**src/rtl/adc_ctl_regs.sv**
```systemverilog
module adc_ctl_regs #(
  parameter int CH_W   = 3,
  parameter int RES_W  = 10,
  parameter int SETTLE = 6,
  parameter int CNT_W  = 16,
  parameter int ADDR_W = 6
) (
  input  logic              clk,
  input  logic              rst_n,
  input  logic              bus_wr,
  input  logic [ADDR_W-1:0] bus_addr,
  input  logic [31:0]       bus_wdata,
  output logic [31:0]       bus_rdata,
  output logic              cnv_pwr,
  output logic              cnv_start,
  output logic [CH_W-1:0]   cnv_chan,
  input  logic              cnv_done,
  input  logic [RES_W-1:0]  cnv_data
);
  localparam int SET_W     = $clog2(SETTLE + 1);
  localparam int WA_W      = ADDR_W - 2;
  localparam int START_BIT = 4;
  localparam int MODE_BIT  = 5;
  localparam logic [WA_W-1:0] A_CFG  = WA_W'(0);
  localparam logic [WA_W-1:0] A_RES  = WA_W'(1);
  localparam logic [WA_W-1:0] A_EOC  = WA_W'(2);
  localparam logic [WA_W-1:0] A_SAMP = WA_W'(3);
  localparam logic [WA_W-1:0] A_PWR  = WA_W'(4);
  localparam logic [WA_W-1:0] A_DBG  = WA_W'(5);
  localparam logic [WA_W-1:0] A_CNT  = WA_W'(8);

  logic [CH_W-1:0]  cfg_chan, act_chan, samp_q;
  logic             cfg_start, cfg_single;
  logic             pwr_q, start_q, busy_q, eoc_q;
  logic [SET_W-1:0] settle_q;
  logic [RES_W-1:0] res_q;
  logic [CNT_W-1:0] cnt_q;

  wire [WA_W-1:0] waddr   = bus_addr[ADDR_W-1:2];
  wire            aligned = (bus_addr[1:0] == 2'b00);
  wire            wr_cfg  = bus_wr & aligned & (waddr == A_CFG);
  wire            wr_pwr  = bus_wr & aligned & (waddr == A_PWR);
  wire            pwr_off = wr_pwr & ~bus_wdata[0];
  wire            settled = (settle_q == SET_W'(SETTLE));
  wire            issue   = cfg_start & pwr_q & settled & ~busy_q;
  wire            finish  = busy_q & cnv_done & pwr_q;

  logic unused_ok;
  assign unused_ok = ^bus_wdata;

  assign cnv_pwr   = pwr_q;
  assign cnv_start = start_q;
  assign cnv_chan  = act_chan;

  always_ff @(posedge clk) begin
    if (!rst_n) begin
      cfg_chan   <= '0;
      cfg_start  <= 1'b0;
      cfg_single <= 1'b0;
      act_chan   <= '0;
      samp_q     <= '0;
      pwr_q      <= 1'b0;
      start_q    <= 1'b0;
      busy_q     <= 1'b0;
      eoc_q      <= 1'b0;
      settle_q   <= '0;
      res_q      <= '0;
      cnt_q      <= '0;
    end else begin
      start_q <= issue & ~pwr_off;

      if (!pwr_q)        settle_q <= '0;
      else if (!settled) settle_q <= settle_q + 1'b1;

      if (issue) begin
        busy_q   <= 1'b1;
        act_chan <= cfg_chan;
        eoc_q    <= 1'b0;
        if (cfg_single) cfg_start <= 1'b0;
      end

      if (finish) begin
        busy_q <= 1'b0;
        res_q  <= cnv_data;
        samp_q <= act_chan;
        eoc_q  <= 1'b1;
        cnt_q  <= cnt_q + 1'b1;
      end

      if (wr_cfg) begin
        cfg_start  <= bus_wdata[START_BIT];
        cfg_single <= bus_wdata[MODE_BIT];
        if (!busy_q && !issue) cfg_chan <= bus_wdata[CH_W-1:0];
      end

      if (wr_pwr) pwr_q <= bus_wdata[0];

      if (pwr_off) begin
        busy_q   <= 1'b0;
        eoc_q    <= 1'b0;
        settle_q <= '0;
      end
    end
  end

  always_comb begin
    bus_rdata = '0;
    if (aligned) begin
      case (waddr)
        A_CFG:   bus_rdata = 32'(cfg_chan) | (32'(cfg_start) << START_BIT)
                           | (32'(cfg_single) << MODE_BIT);
        A_RES:   bus_rdata = 32'(res_q);
        A_EOC:   bus_rdata = 32'(eoc_q);
        A_SAMP:  bus_rdata = 32'(samp_q);
        A_PWR:   bus_rdata = 32'(pwr_q);
        A_DBG:   bus_rdata = 32'(pwr_q) | (32'(start_q) << 1)
                           | (32'(act_chan) << 4) | (32'(busy_q) << 8);
        A_CNT:   bus_rdata = 32'(cnt_q);
        default: bus_rdata = '0;
      endcase
    end
  end
endmodule

```
**config.mk**
```make
export PLATFORM = sky130hd
export DESIGN_NAME = adc_ctl_regs
export DESIGN_NICKNAME = d
export VERILOG_FILES = /design/src/rtl/adc_ctl_regs.sv
export SDC_FILE = /design/constraint.sdc
export NUM_CORES = 1
export LEC_CHECK = 0
export BUFFER_PORTS_ARGS = -buffer_cell sky130_fd_sc_hd__buf_2
export CORE_ASPECT_RATIO = 0.6
export CORE_MARGIN = 2
export CORE_UTILIZATION = 38
export CTS_BUF_LIST = sky130_fd_sc_hd__clkbuf_8
export DETAILED_ROUTE_END_ITERATION = 6
export PLACE_DENSITY = 0.7
export RECOVER_POWER = 25
export SYNTH_ARGS = -nofsm -noshare
export SYNTH_HDL_FRONTEND = slang
export SYNTH_SLANG_ARGS = --single-unit
```
**constraint.sdc**
```tcl
create_clock -name clk -period 1.8 [get_ports clk]
set_clock_uncertainty 0.05 [all_clocks]
set_input_delay 0.09 -clock clk [delete_from_list [all_inputs] [get_ports clk]]
set_output_delay 0.09 -clock clk [all_outputs]
set_load 0.02 [all_outputs]
```
-- Yosys cells after proc, flatten, opt, wreduce, memory -nomap -nowiden
Cells that the tools add are included.
- register bits after elaboration: 44
- bits in latches: 0
- bits in writable memories: 0
- ROM bits: 0
- bits of input ports: 52
- output and inout bits: 37
- logic and storage cells: 61
- memories kept: 0
- add/subtract/negate cells: 2
- multiply operators: 0
- divide/modulo/power cells: 0
- $lt $le $gt $ge: 0
- eq/ne operators: 7
- shifts and indexed selects: 0
- mux-type cells: 7
- bitwise logic cells: 20
- reductions and logical operators: 13
- operators by type and width (cell ; number):
    case mux 16 bit (7 select lines) ; 1
    adder 16 x 1 -> 16 bit (second input constant) ; 1
    two-way mux 16 bit ; 1
    AND 1 bit ; 10
    bitwise OR 7 x 9 -> 9 bit ; 1
    equality test 4 x 2 -> 1 bit (second input constant) ; 2
    equality test 4 x 3 -> 1 bit (second input constant) ; 2
    bitwise OR 2 x 7 -> 7 bit ; 1
    bitwise OR 5 x 6 -> 6 bit ; 1
    nonzero test 2 bit ; 3
    OR reduction 3 bit ; 2
    two-way mux 1 bit ; 5
    inverter 1 bit ; 5
    bitwise OR 3 x 5 -> 5 bit ; 1
    equality test 4 x 1 -> 1 bit (second input constant) ; 1
    equality test 4 bit (second input constant) ; 1
    zero test 4 bit ; 1
    AND reduction 2 bit ; 2
    adder 3 x 1 -> 3 bit (second input constant) ; 1
    equality test 3 bit (second input constant) ; 1
    zero test 1 bit ; 2
    zero test 2 bit ; 1
    bitwise OR 1 x 2 -> 2 bit ; 1
    OR reduction 2 bit ; 1
    logical AND 1 bit ; 1

-- Depth between registers and ports, before layout
Gate-level depths: netlist (run 1).
- depth in word-level cells: 6
- mapped depth: 7
- mapped depth without buffers: 6

-- Worst setup path after synthesis (run 1)
No wires, ideal clock.
- path kind: register to register
- start: reg settle_q[0]
- end: reg cfg_chan[0]
- setup time: 0.128 ns
- arrival time: 1.313 ns
- required time: 1.622 ns
- setup slack: 0.309 ns
- cell stages (with the launch flop): 8
- buffers on the path: 1
- clock period less this slack: 1.491 ns
- path through: dfxtp_1 > inv_1 > ha_1 > nand4_1 > and4_1 > buf_2 > mux2i_1 > nor2_1
- cells in the longest elaborated chain, start to end: 6
- ends and longest elaborated chain (item ; line ; source):
    start, declared ; 35 ; logic [SET_W-1:0] settle_q;
    start signal, assigned ; 73 ; else if (!settled) settle_q <= settle_q + 1'b1;
    equality test 3 bit ; 44 ; wire settled = (settle_q == SET_W'(SETTLE));
    AND 1 bit (2 in a row) ; 45 ; wire issue = cfg_start & pwr_q & settled & ~busy_q;
    zero test 1 bit ; 93 ; if (!busy_q && !issue) cfg_chan <= bus_wdata[CH_W-1:0];
    logical AND 1 bit ; 93 ;
    AND reduction 2 bit (no source line) ; -- ;
    end signal, assigned ; 93 ;
    end, declared ; 32 ; logic [CH_W-1:0] cfg_chan, act_chan, samp_q;
Every way passes these cells.
A chain may end at the register's enable or synchronous reset.

-- Worst setup path after layout (run 1)
- start: reg res_q[1]
- end: out bus_rdata[1]
- cells in the longest elaborated chain, start to end: 2
- ends and longest elaborated chain (item ; line ; source):
    start, declared ; 36 ; logic [RES_W-1:0] res_q;
    start signal, assigned ; 84 ; res_q <= cnv_data;
    case mux 16 bit (7 select lines) ; 109 ; case (waddr)
    two-way mux 16 bit ; 108 ; if (aligned) begin
    end, declared ; 13 ; output logic [31:0] bus_rdata,
Every way passes these cells.

==> flow_metrics.tcl, run 1 <==
set metrics [dict create \
    p_sw_share_pct 25.73 \
    hold_slack_ps 12.06 \
    fin_tns_setup_ps 0 \
    finalSetupViolations 0 \
    critPathCaptureType "output pin" \
    place_congestion 0.8613 \
    critPathMaxFanout 2 \
    netSwitchingPower_mw 0.4635 \
    grt_max_degree 31 \
    grt_pass1_wl_mm 9.998 \
    routedWlPerCell_um 14.19 \
    path_clk_slew_ps 90 \
    worstSetupStartpointType "flip-flop" \
    ys_ff_latch 44 \
    synth_flop_cell "dfxtp_1" \
    finalHoldViolations 0 \
    cts_buffers 5 \
    rows 22 \
    period_needed_ps 1672 \
    hp-class "in2reg" \
    n_fill_cell 605 \
    place_hpwl_mm 4.539 \
    sequentialPowerShare_pct 54.1 \
    arrival_ps 1530 \
    fp.dieW_um 105.4 \
    fin_util_pct 46.80 \
    boundaryPins 89 \
    clk_latency_ps 310 \
    path_class "reg2out" \
    cts_tree "yes" \
    status "finished clean" \
    cap_viol_max_count 0 \
    diodes 0 \
    grt_pass1_vias 1999 \
    start_util_pct 38.92 \
    clockBufferDepth 2 \
    syn_area_per_cell_um2 8.090 \
    cellPowerDensity_nw_per_um2 638.5 \
    viasPerCell 5.042 \
    first_iter_violations 142 \
    layout_common_cells "44 x dfxtp_1, 43 x nand2_1, 40 x buf_2" \
    syn_to_final_growth_pct 20.27 \
    final_max_slew_viol_count 0 \
    clkPwrFrac_pct 37.4 \
    drtPass1Iterations 5 \
    finalCritPeriodShare_pct 92.88 \
    htree_levels 2 \
    final_antenna_net_count 0 \
    ys_seq_area_share_pct 37.55 \
    stdcell_area_um2 2821 \
    power_frac_comb_pct 8.5 \
    grt_usage_pct 18.51 \
    core_area_um2 6028 \
    post-cts-setup-buffers 0 \
    required_ps 1660 \
    placed_cell_area_um2 2600 \
    antenna_found_initial 0 \
    dieHeight_um 64.86 \
    dp.cells 412 \
    layout_commonest_cell "dfxtp_1" \
    drc 0 \
    yosysWarnings 0 \
    wirelength_mm 6.144 \
    max-vdd-ir-drop_v 0.0003571 \
    cts.sinks 44 \
    grt_overflow 0 \
    leakage_nw 1.133 \
    port_buffers 45 \
    postSynthCellCount 290 \
    synth_edf_count 0 \
    dr_total_vias 2183 \
    internal-power_mw 1.338 \
    final_cells 433 \
    rsz0062_at_grt "true" \
    netlist_area_um2 2346 \
    cts_root_buffer "clkbuf_8" \
    dieArea_um2 6839 \
    clock.fmax_mhz 598.2 \
    layout-drive-gt1-share_pct 18.91 \
    nets 403 \
    synthArstFlopShare_pct 0 \
    synth_cell_types 40 \
]
## cells in the mapped netlist, types with 4 or more instances
master	instances	area (um^2)
mux2i_1	9	90.09
inv_1	6	22.52
o21ai_0	6	30.03
nand2b_1	4	25.02
xnor2_1	11	96.34
a21oi_1	24	120.1
and3_1	9	56.30
nand2_1	43	161.4
nand4_1	4	25.02
buf_4	17	127.6
dfxtp_1	44	880.8
clkbuf_1	6	22.52
a22oi_1	11	82.58
buf_2	7	35.03
nor3_1	9	45.04
nand3_1	12	60.06
nor2_1	34	127.6
## repair_timing
item	in CTS	in global routing
gates resized for setup	0	0
endpoints found under the hold margin	13	0
hold buffers	13	0
endpoints found under the setup margin	0	2
## state kept, by name (all words and copies together), names as in the netlist
name and cells:
busy_q 1, cfg_chan 3, cfg_single 1, cfg_start 1
cnt_q 16, cnv_chan 3, cnv_pwr 1, cnv_start 1
eoc_q 1, res_q 10, samp_q 3, settle_q 3
## worst max-delay path, stage by stage (launching register included)
cell and delay, ps:
dfxtp_1 330, mux2_2 260, a22oi_1 190, o32a_1 210
nor2_1 60, buf_2 170
## kinds of logic after synthesis
logic type,after synthesis,synth area share [%]
adders and majority gates,3,1.600
buffers and inverters,38,9.813
AOI/OAI and AO/OA,49,12.80
xor gates and xnor gates,13,4.853
DFF,44,37.55
other,1,0.1598
and+or+nand+nor,130,27.95
muxes,12,5.280
## path summary, 6_finish.rpt
check,cells after the start,from,end,slack (ps)
worst min register to register,2,res_q[4]$_SDFFE_PN0P_,res_q[4]$_SDFFE_PN0P_,410
worst max register to register,5,cnt_q[0]$_SDFFE_PN0P_,cnt_q[12]$_SDFFE_PN0P_,140
worst min-delay path,3,bus_wdata[0],cfg_chan[0]$_SDFFE_PN0P_,10
worst max-delay path,5,res_q[1]$_SDFFE_PN0P_,bus_rdata[1],130
## per-stage QoR
step	setup slack, ps	total power, mW
2_1_floorplan	309.1	1.105
3_3_place_gp	226.3	1.125
3_5_place_dp	167.1	1.127
4_1_cts	128.0	1.807
5_1_grt	-15.20	1.861
6_report	128.2	1.802
## routing by layer
layer  share of wire (%)  GRT usage (%)
met1                  49          27.24
met2                  40          26.94
met3                  10          5.634
met4                0.44          2.500
met5                   0              0
## power by group through the flow
stage | sequential (mW) | clock, mW | combinational (mW)
finish | 0.974 | 0.674 | 0.153
global route | 0.974 | 0.721 | 0.166
CTS | 0.974 | 0.682 | 0.152
detailed placement | 0.997 | 0 | 0.130
global placement | 0.997 | 0 | 0.128
floorplan | 0.997 | 0 | 0.108
## layout make-up
cell class,count,area [um^2],share of cell area [%]
multi-input cells,223,1291,45.76
flip-flops and latches,44,880.8,31.22
repair buffers,68,424.2,15.03
well taps,84,105.1,3.725
clock buffers,6,82.58,2.927
inverters,6,22.52,0.7982
clock inverters,2,15.01,0.5322
Note: power is estimated with default switching activity, not from simulation.
==> run 2: changes to the inputs <==
--- a/config.mk
+++ b/config.mk
@@ -6,4 +6,5 @@
 export NUM_CORES = 1
 export LEC_CHECK = 0
+export ABC_AREA = 1
 export BUFFER_PORTS_ARGS = -buffer_cell sky130_fd_sc_hd__buf_2
 export CORE_ASPECT_RATIO = 0.6
@@ -12,5 +13,5 @@
 export CTS_BUF_LIST = sky130_fd_sc_hd__clkbuf_8
 export DETAILED_ROUTE_END_ITERATION = 6
-export PLACE_DENSITY = 0.7
+export PLACE_DENSITY = 0.69
 export RECOVER_POWER = 25
 export SYNTH_ARGS = -nofsm -noshare
--- a/constraint.sdc
+++ b/constraint.sdc
@@ -3,3 +3,3 @@
 set_input_delay 0.09 -clock clk [delete_from_list [all_inputs] [get_ports clk]]
 set_output_delay 0.09 -clock clk [all_outputs]
-set_load 0.02 [all_outputs]
+set_load 0.1 [all_outputs]
==> flow_metrics.tcl, run 2 <==
set metrics [dict create \
    boundaryPins 89 \
    status "finished clean" \
    grt_overflow 0 \
    syn_area_per_cell_um2 6.576 \
    max_slew.worst_pin.slew_ps 698.6 \
    place_congestion 0.8929 \
    dieArea_um2 7043 \
    synth.top_cells.by_count "86 x nand2_1, 52 x nor2_1, 44 x dfxtp_1, 35 x inv_1, 34 x a21oi_1" \
    dieHeight_um 65.81 \
    grt_pass1_vias 2114 \
    port_buffers 45 \
    fp.dieW_um 107.0 \
    hp-class "in2reg" \
    placed_cell_area_um2 2907 \
    clock.fmax_mhz 607.1 \
    grt_max_degree 20 \
    n_fill_cell 629 \
    largest_register_ffs 16 \
    yosysTopAreaCell "dfxtp_1" \
    critPathCaptureType "flip-flop" \
    cts.sinks 44 \
    dr_total_vias 2407 \
    ys_ff_latch 44 \
    synth_flop_cell "dfxtp_1" \
    nets 478 \
    first_iter_violations 182 \
    path_class "reg2reg" \
    finalCritPeriodShare_pct 91.50 \
    period_needed_ps 1647 \
    grt_usage_pct 19.00 \
    slew_headroom_pct 53.25 \
    leakage_nw 1.230 \
    viasPerCell 4.738 \
    slowest_delay_ps 330 \
    routedWlPerCell_um 12.45 \
    cts_buffers 5 \
    path_clk_slew_ps 80 \
    netlist_area_um2 2420 \
    arrival_ps 1800 \
    synthArstFlopShare_pct 0 \
    cts_root_buffer "clkbuf_8" \
    cellPowerDensity_nw_per_um2 616.7 \
    wirelength_mm 6.324 \
    synth_cell_types 29 \
    syn_to_final_growth_pct 26.01 \
    largest_register "cnt_q" \
    htree_levels 2 \
    layout_common_cells "86 x nand2_1, 44 x nor2_1, 42 x dfxtp_1" \
    cts_tree "yes" \
    finalHoldViolations 0 \
    post-cts-setup-buffers 0 \
    rsz0062_at_grt "false" \
    required_ps 1950 \
    diodes 0 \
    cpMostUsedCell "nor2_1" \
    max-vdd-ir-drop_v 0.0002598 \
    start_util_pct 39.42 \
    synth_edf_count 0 \
    yosysWarnings 0 \
    cap_viol_max_count 0 \
    reg_top3 "cnt_q: 16 flops, res_q: 10 flops" \
    finalSetupViolations 0 \
    ys_seq_area_share_pct 36.40 \
    synth_top_area_share_pct 36.40 \
    final_antenna_net_count 0 \
    layout_commonest_cell "nand2_1" \
    critPathMaxFanout 4 \
    synth_area_leaders "dfxtp_1 36%, nand2_1 13%, nor2_1 8.1%, a21oi_1 7.0%, nand3_1 5.6%" \
    core_area_um2 6138 \
    stdcell_area_um2 3049 \
    final_max_slew_viol_count 0 \
    layout-drive-gt1-share_pct 22.41 \
    grt_pass1_wl_mm 10.37 \
    postSynthCellCount 368 \
    clockBufferDepth 2 \
    place_hpwl_mm 4.980 \
    rows 22 \
    cp_slowest_cell "dfxtp_1" \
    antenna_found_initial 0 \
    fin_tns_setup_ps 0 \
    path_cells "inv_1 > ha_1 > nand2_1 > nor2_2 > nor2_1 > nand2_2 > clkinv_1 > nor2_1 > nor2_1" \
    drtPass1Iterations 5 \
    clk_latency_ps 300 \
    worstSetupStartpointType "flip-flop" \
    yosysMostFrequentCell "nand2_1" \
    drc 0 \
]
==> run 2: cell count changes after synthesis, sizes merged, moves of 9 or more <==
| cell | previous run | this run |
|---|---|---|
| and3 | 9 | 0 |
| o21ai | 7 | 19 |
| nand2 | 43 | 90 |
| mux2i | 9 | 0 |
| nand3 | 13 | 28 |
| a22oi | 11 | 0 |
| xnor2 | 11 | 1 |
| a21oi | 24 | 34 |
| inv | 6 | 40 |
| nor2 | 34 | 65 |
==> run 2: critical path: cells and delay by family, from the launching register on <==
| family | cells | cell delay [ps] |
|---|---|---|
| and+or+nand+nor | 6 | 720 |
| DFF | 1 | 330 |
| buffers and inverters | 2 | 250 |
| adders and majority gates | 1 | 190 |
==> run 2: cells by family after synthesis <==
kind of cell	count (synthesis)	synth area share (%)
xor gates and xnor gates	2	0.7240
and+or+nand+nor	197	36.51
buffers and inverters	64	12.56
other	1	0.1550
AOI/OAI and AO/OA	57	12.10
adders and majority gates	3	1.551
DFF	44	36.40
==> run 2: metal layers <==
layer / wire [um] / vias up / track usage (%)
li1: - / 1251 / -
met1: 3485 / 1063 / 30.04
met2: 2321 / 87 / 25.87
met3: 485 / 6 / 3.842
met4: 32 / 0 / 3.896
met5: 0 / - / 0
==> run 2: worst paths after layout <==
check / from / end / slack (ps) / cells past startpoint
hold reg to reg: res_q[1]$_SDFFE_PN0P_ / res_q[1]$_SDFFE_PN0P_ / 420 / 2
hold / removal: bus_wdata[5] / cfg_single$_SDFFE_PN0P_ / 5 / 3
setup / recovery: settle_q[0]$_SDFFE_PP0P_ / cfg_chan[0]$_SDFFE_PN0P_ / 150 / 9
setup reg to reg: settle_q[0]$_SDFFE_PP0P_ / cfg_chan[0]$_SDFFE_PN0P_ / 150 / 9
==> run 2: stage by stage <==
| step | setup slack (ps) | total power, mW | hold slack, ps | std cells | util, % |
|---|---|---|---|---|---|
| after floorplan | -434.2 | 1.229 | 182.8 | 383 | - |
| after global placement | 221.4 | 1.257 | 289.7 | 494 | 47.35 |
| after detailed placement | 135.5 | 1.259 | 288.8 | 494 | 47.35 |
| after CTS | 125.8 | 1.889 | 3.155 | 508 | 49.80 |
| after global routing | 1.830 | 1.945 | 14.90 | 508 | 49.67 |
| final | 152.9 | 1.880 | 5.411 | 508 | 49.67 |
==> run 2: final cells by class <==
type	instances	area [um^2]	area share [%]
Timing Repair Buffer	56	485.5	15.92
Tap cell	84	105.1	3.447
Inverter	41	153.9	5.047
Sequential cell	44	883.3	28.97
Multi-Input combinational cell	275	1331	43.66
Clock inverter	2	7.507	0.2462
Clock buffer	6	82.58	2.708
==> run 2: where the power goes <==
| part | leakage (nW) | total [mW] | internal [mW] | switching (mW) |
|---|---|---|---|---|
| clock | 0.0538 | 0.634 | 0.302 | 0.332 |
| sequential | 0.355 | 0.974 | 0.973 | 0.000869 |
| combinational | 0.821 | 0.272 | 0.0468 | 0.226 |
==> run 2: what timing repair did <==
item | CTS | global route
endpoints found under the setup margin | 0 | 5
gates resized for setup | 0 | 1
hold endpoints to repair | 6 | 0
hold buffers | 6 | 0
==> run 3: changes to the inputs <==
PLACE_DENSITY = default   (was 0.69)
PLACE_DENSITY_LB_ADDON = 0.15   (was default)
SETUP_SLACK_MARGIN = 0.4   (was default)
==> flow_metrics.tcl, run 3 (synthesis gave the netlist of run 2 again) <==
set metrics [dict create \
    cap_viol_max_count 0 \
    status "finished clean" \
    dr_total_vias 2530 \
    cts_root_buffer "clkbuf_8" \
    largest_register "cnt_q" \
    slowest_delay_ps 380 \
    final_antenna_net_count 0 \
    cp.buffers_inverters 1 \
    grt_usage_pct 20.30 \
    first_iter_violations 76 \
    drc 0 \
    fin_tns_setup_ps 0 \
    htree_levels 2 \
    antenna_found_initial 0 \
    viasPerCell 4.819 \
    grt_pass1_wl_mm 11.05 \
    clk_latency_ps 300 \
    cts.sinks 44 \
    grt_overflow 0 \
    path_class "reg2reg" \
    dieHeight_um 65.81 \
    grt_max_degree 20 \
    power_frac_comb_pct 14.7 \
    required_ps 1930 \
    reg_top3 "cnt_q: 16 flops, res_q: 10 flops" \
    fin_util_pct 57.44 \
    rows 22 \
    finalCritPeriodShare_pct 82.22 \
    syn_to_final_growth_pct 45.71 \
    cp_top_family "flip-flops" \
    finalSetupViolations 0 \
    place_hpwl_mm 5.053 \
    critPathMaxFanout 19 \
    clockBufferDepth 2 \
    clkPwrFrac_pct 39.9 \
    cts_tree "yes" \
    boundaryPins 89 \
    grt_pass1_vias 2223 \
    core_area_um2 6138 \
    path_clk_slew_ps 90 \
    routedWlPerCell_um 13.16 \
    path_cells "nand3_1 > clkbuf_2 > o21ai_0 > a21oi_1" \
    finalHoldViolations 0 \
    netSwitchingPower_mw 0.5996 \
    stdcell_area_um2 3526 \
    wirelength_mm 6.909 \
    leakage_nw 1.427 \
    max_slew.worst_pin.slew_ps 604.2 \
    hp-class "in2reg" \
    layout_commonest_cell "nand2_1" \
    fin_total_pwr_mw 2.122 \
    p_sw_share_pct 28.26 \
    fp.dieW_um 107.0 \
    start_util_pct 39.42 \
    rrSetupSlack_ps 320 \
    diodes 0 \
    place_congestion 0.8263 \
    arrival_ps 1610 \
    period_needed_ps 1480 \
    largest_register_ffs 16 \
    worstSetupStartpointType "flip-flop" \
    rsz0062_at_grt "true" \
    cellPowerDensity_nw_per_um2 601.7 \
    final_max_slew_viol_count 0 \
    placed_cell_area_um2 3002 \
    nets 495 \
    cp_slowest_cell "dfxtp_2" \
    layout_common_cells "81 x nand2_1, 38 x nor2_1, 30 x a21oi_1" \
    slew_headroom_pct 59.57 \
    dieArea_um2 7043 \
    layout-drive-gt1-share_pct 36.05 \
    sequentialPowerShare_pct 45.4 \
    port_buffers 45 \
    critPathCaptureType "flip-flop" \
    cts_buffers 5 \
    max-vdd-ir-drop_v 0.0002858 \
    drtPass1Iterations 4 \
    hold_slack_ps 16.02 \
    clock.fmax_mhz 675.7 \
    internal-power_mw 1.522 \
]
==> run 3: cell count changes in the layout (fill, tap and decap cells not counted), sizes merged <==
| cell | change |
|---|---|
| clkbuf | +3 |
| dlygate4sd3 | +3 |
| inv | -3 |
| clkinvlp | +1 |
| buf | +12 |
| bufinv | +1 |
==> run 3: power by group through the flow <==
stage	clock (mW)	combinational [mW]	sequential, mW
floorplan	0	0.237	0.992
global placement	0	0.269	0.991
detailed placement	0	0.271	0.991
CTS	0.858	0.296	0.965
global route	0.903	0.329	0.964
finish	0.846	0.312	0.964
==> run 3: cell type report <==
class / instances / area [um^2]
fill: 603 / 2613
multi-input combinational: 275 / 1530
sequential: 44 / 924.6
timing repair buffer: 73 / 678.2
inverter: 41 / 161.4
tap: 84 / 105.1
clock buffer: 7 / 96.34
clock inverter: 1 / 30.03
==> run 3: path summary, 6_finish.rpt <==
| kind | to | depth (start not counted) | startpoint |
|---|---|---|---|
| min reg2reg | res_q[2]$_SDFFE_PN0P_ | 2 | res_q[2]$_SDFFE_PN0P_ |
| max reg2reg | res_q[4]$_SDFFE_PN0P_ | 4 | busy_q$_SDFFE_PP0P_ |
| max | res_q[4]$_SDFFE_PN0P_ | 4 | busy_q$_SDFFE_PP0P_ |
| min | res_q[6]$_SDFFE_PN0P_ | 3 | cnv_data[6] |
==> run 3: what timing repair did <==
| action | CTS | global route |
|---|---|---|
| hold buffers | 9 | 0 |
| setup endpoints to repair | 27 | 32 |
| setup buffers | 7 | 6 |
| pin swaps | 8 | 13 |
| gates resized for setup | 35 | 41 |
| hold endpoints to repair | 9 | 0 |
==> run 3: per-stage QoR <==
stage	worst slack, ps	std cells
floorplan	322.1	383
global placement	242.6	495
detailed placement	213.2	495
CTS	316.1	519
global route	210.9	525
finish	320.1	525
==> run 3: worst min-delay path, stage by stage <==
cell and delay [ps]:
buf_2 100, nand2_1 80, a21oi_1 60
==> run 3: layer usage <==
metal / part of all wire (%) / global-route usage, %
met5: 0 / 0
met1: 54 / 31.36
met2: 39 / 28.16
met3: 6.3 / 4.039
met4: 0.85 / 5.357
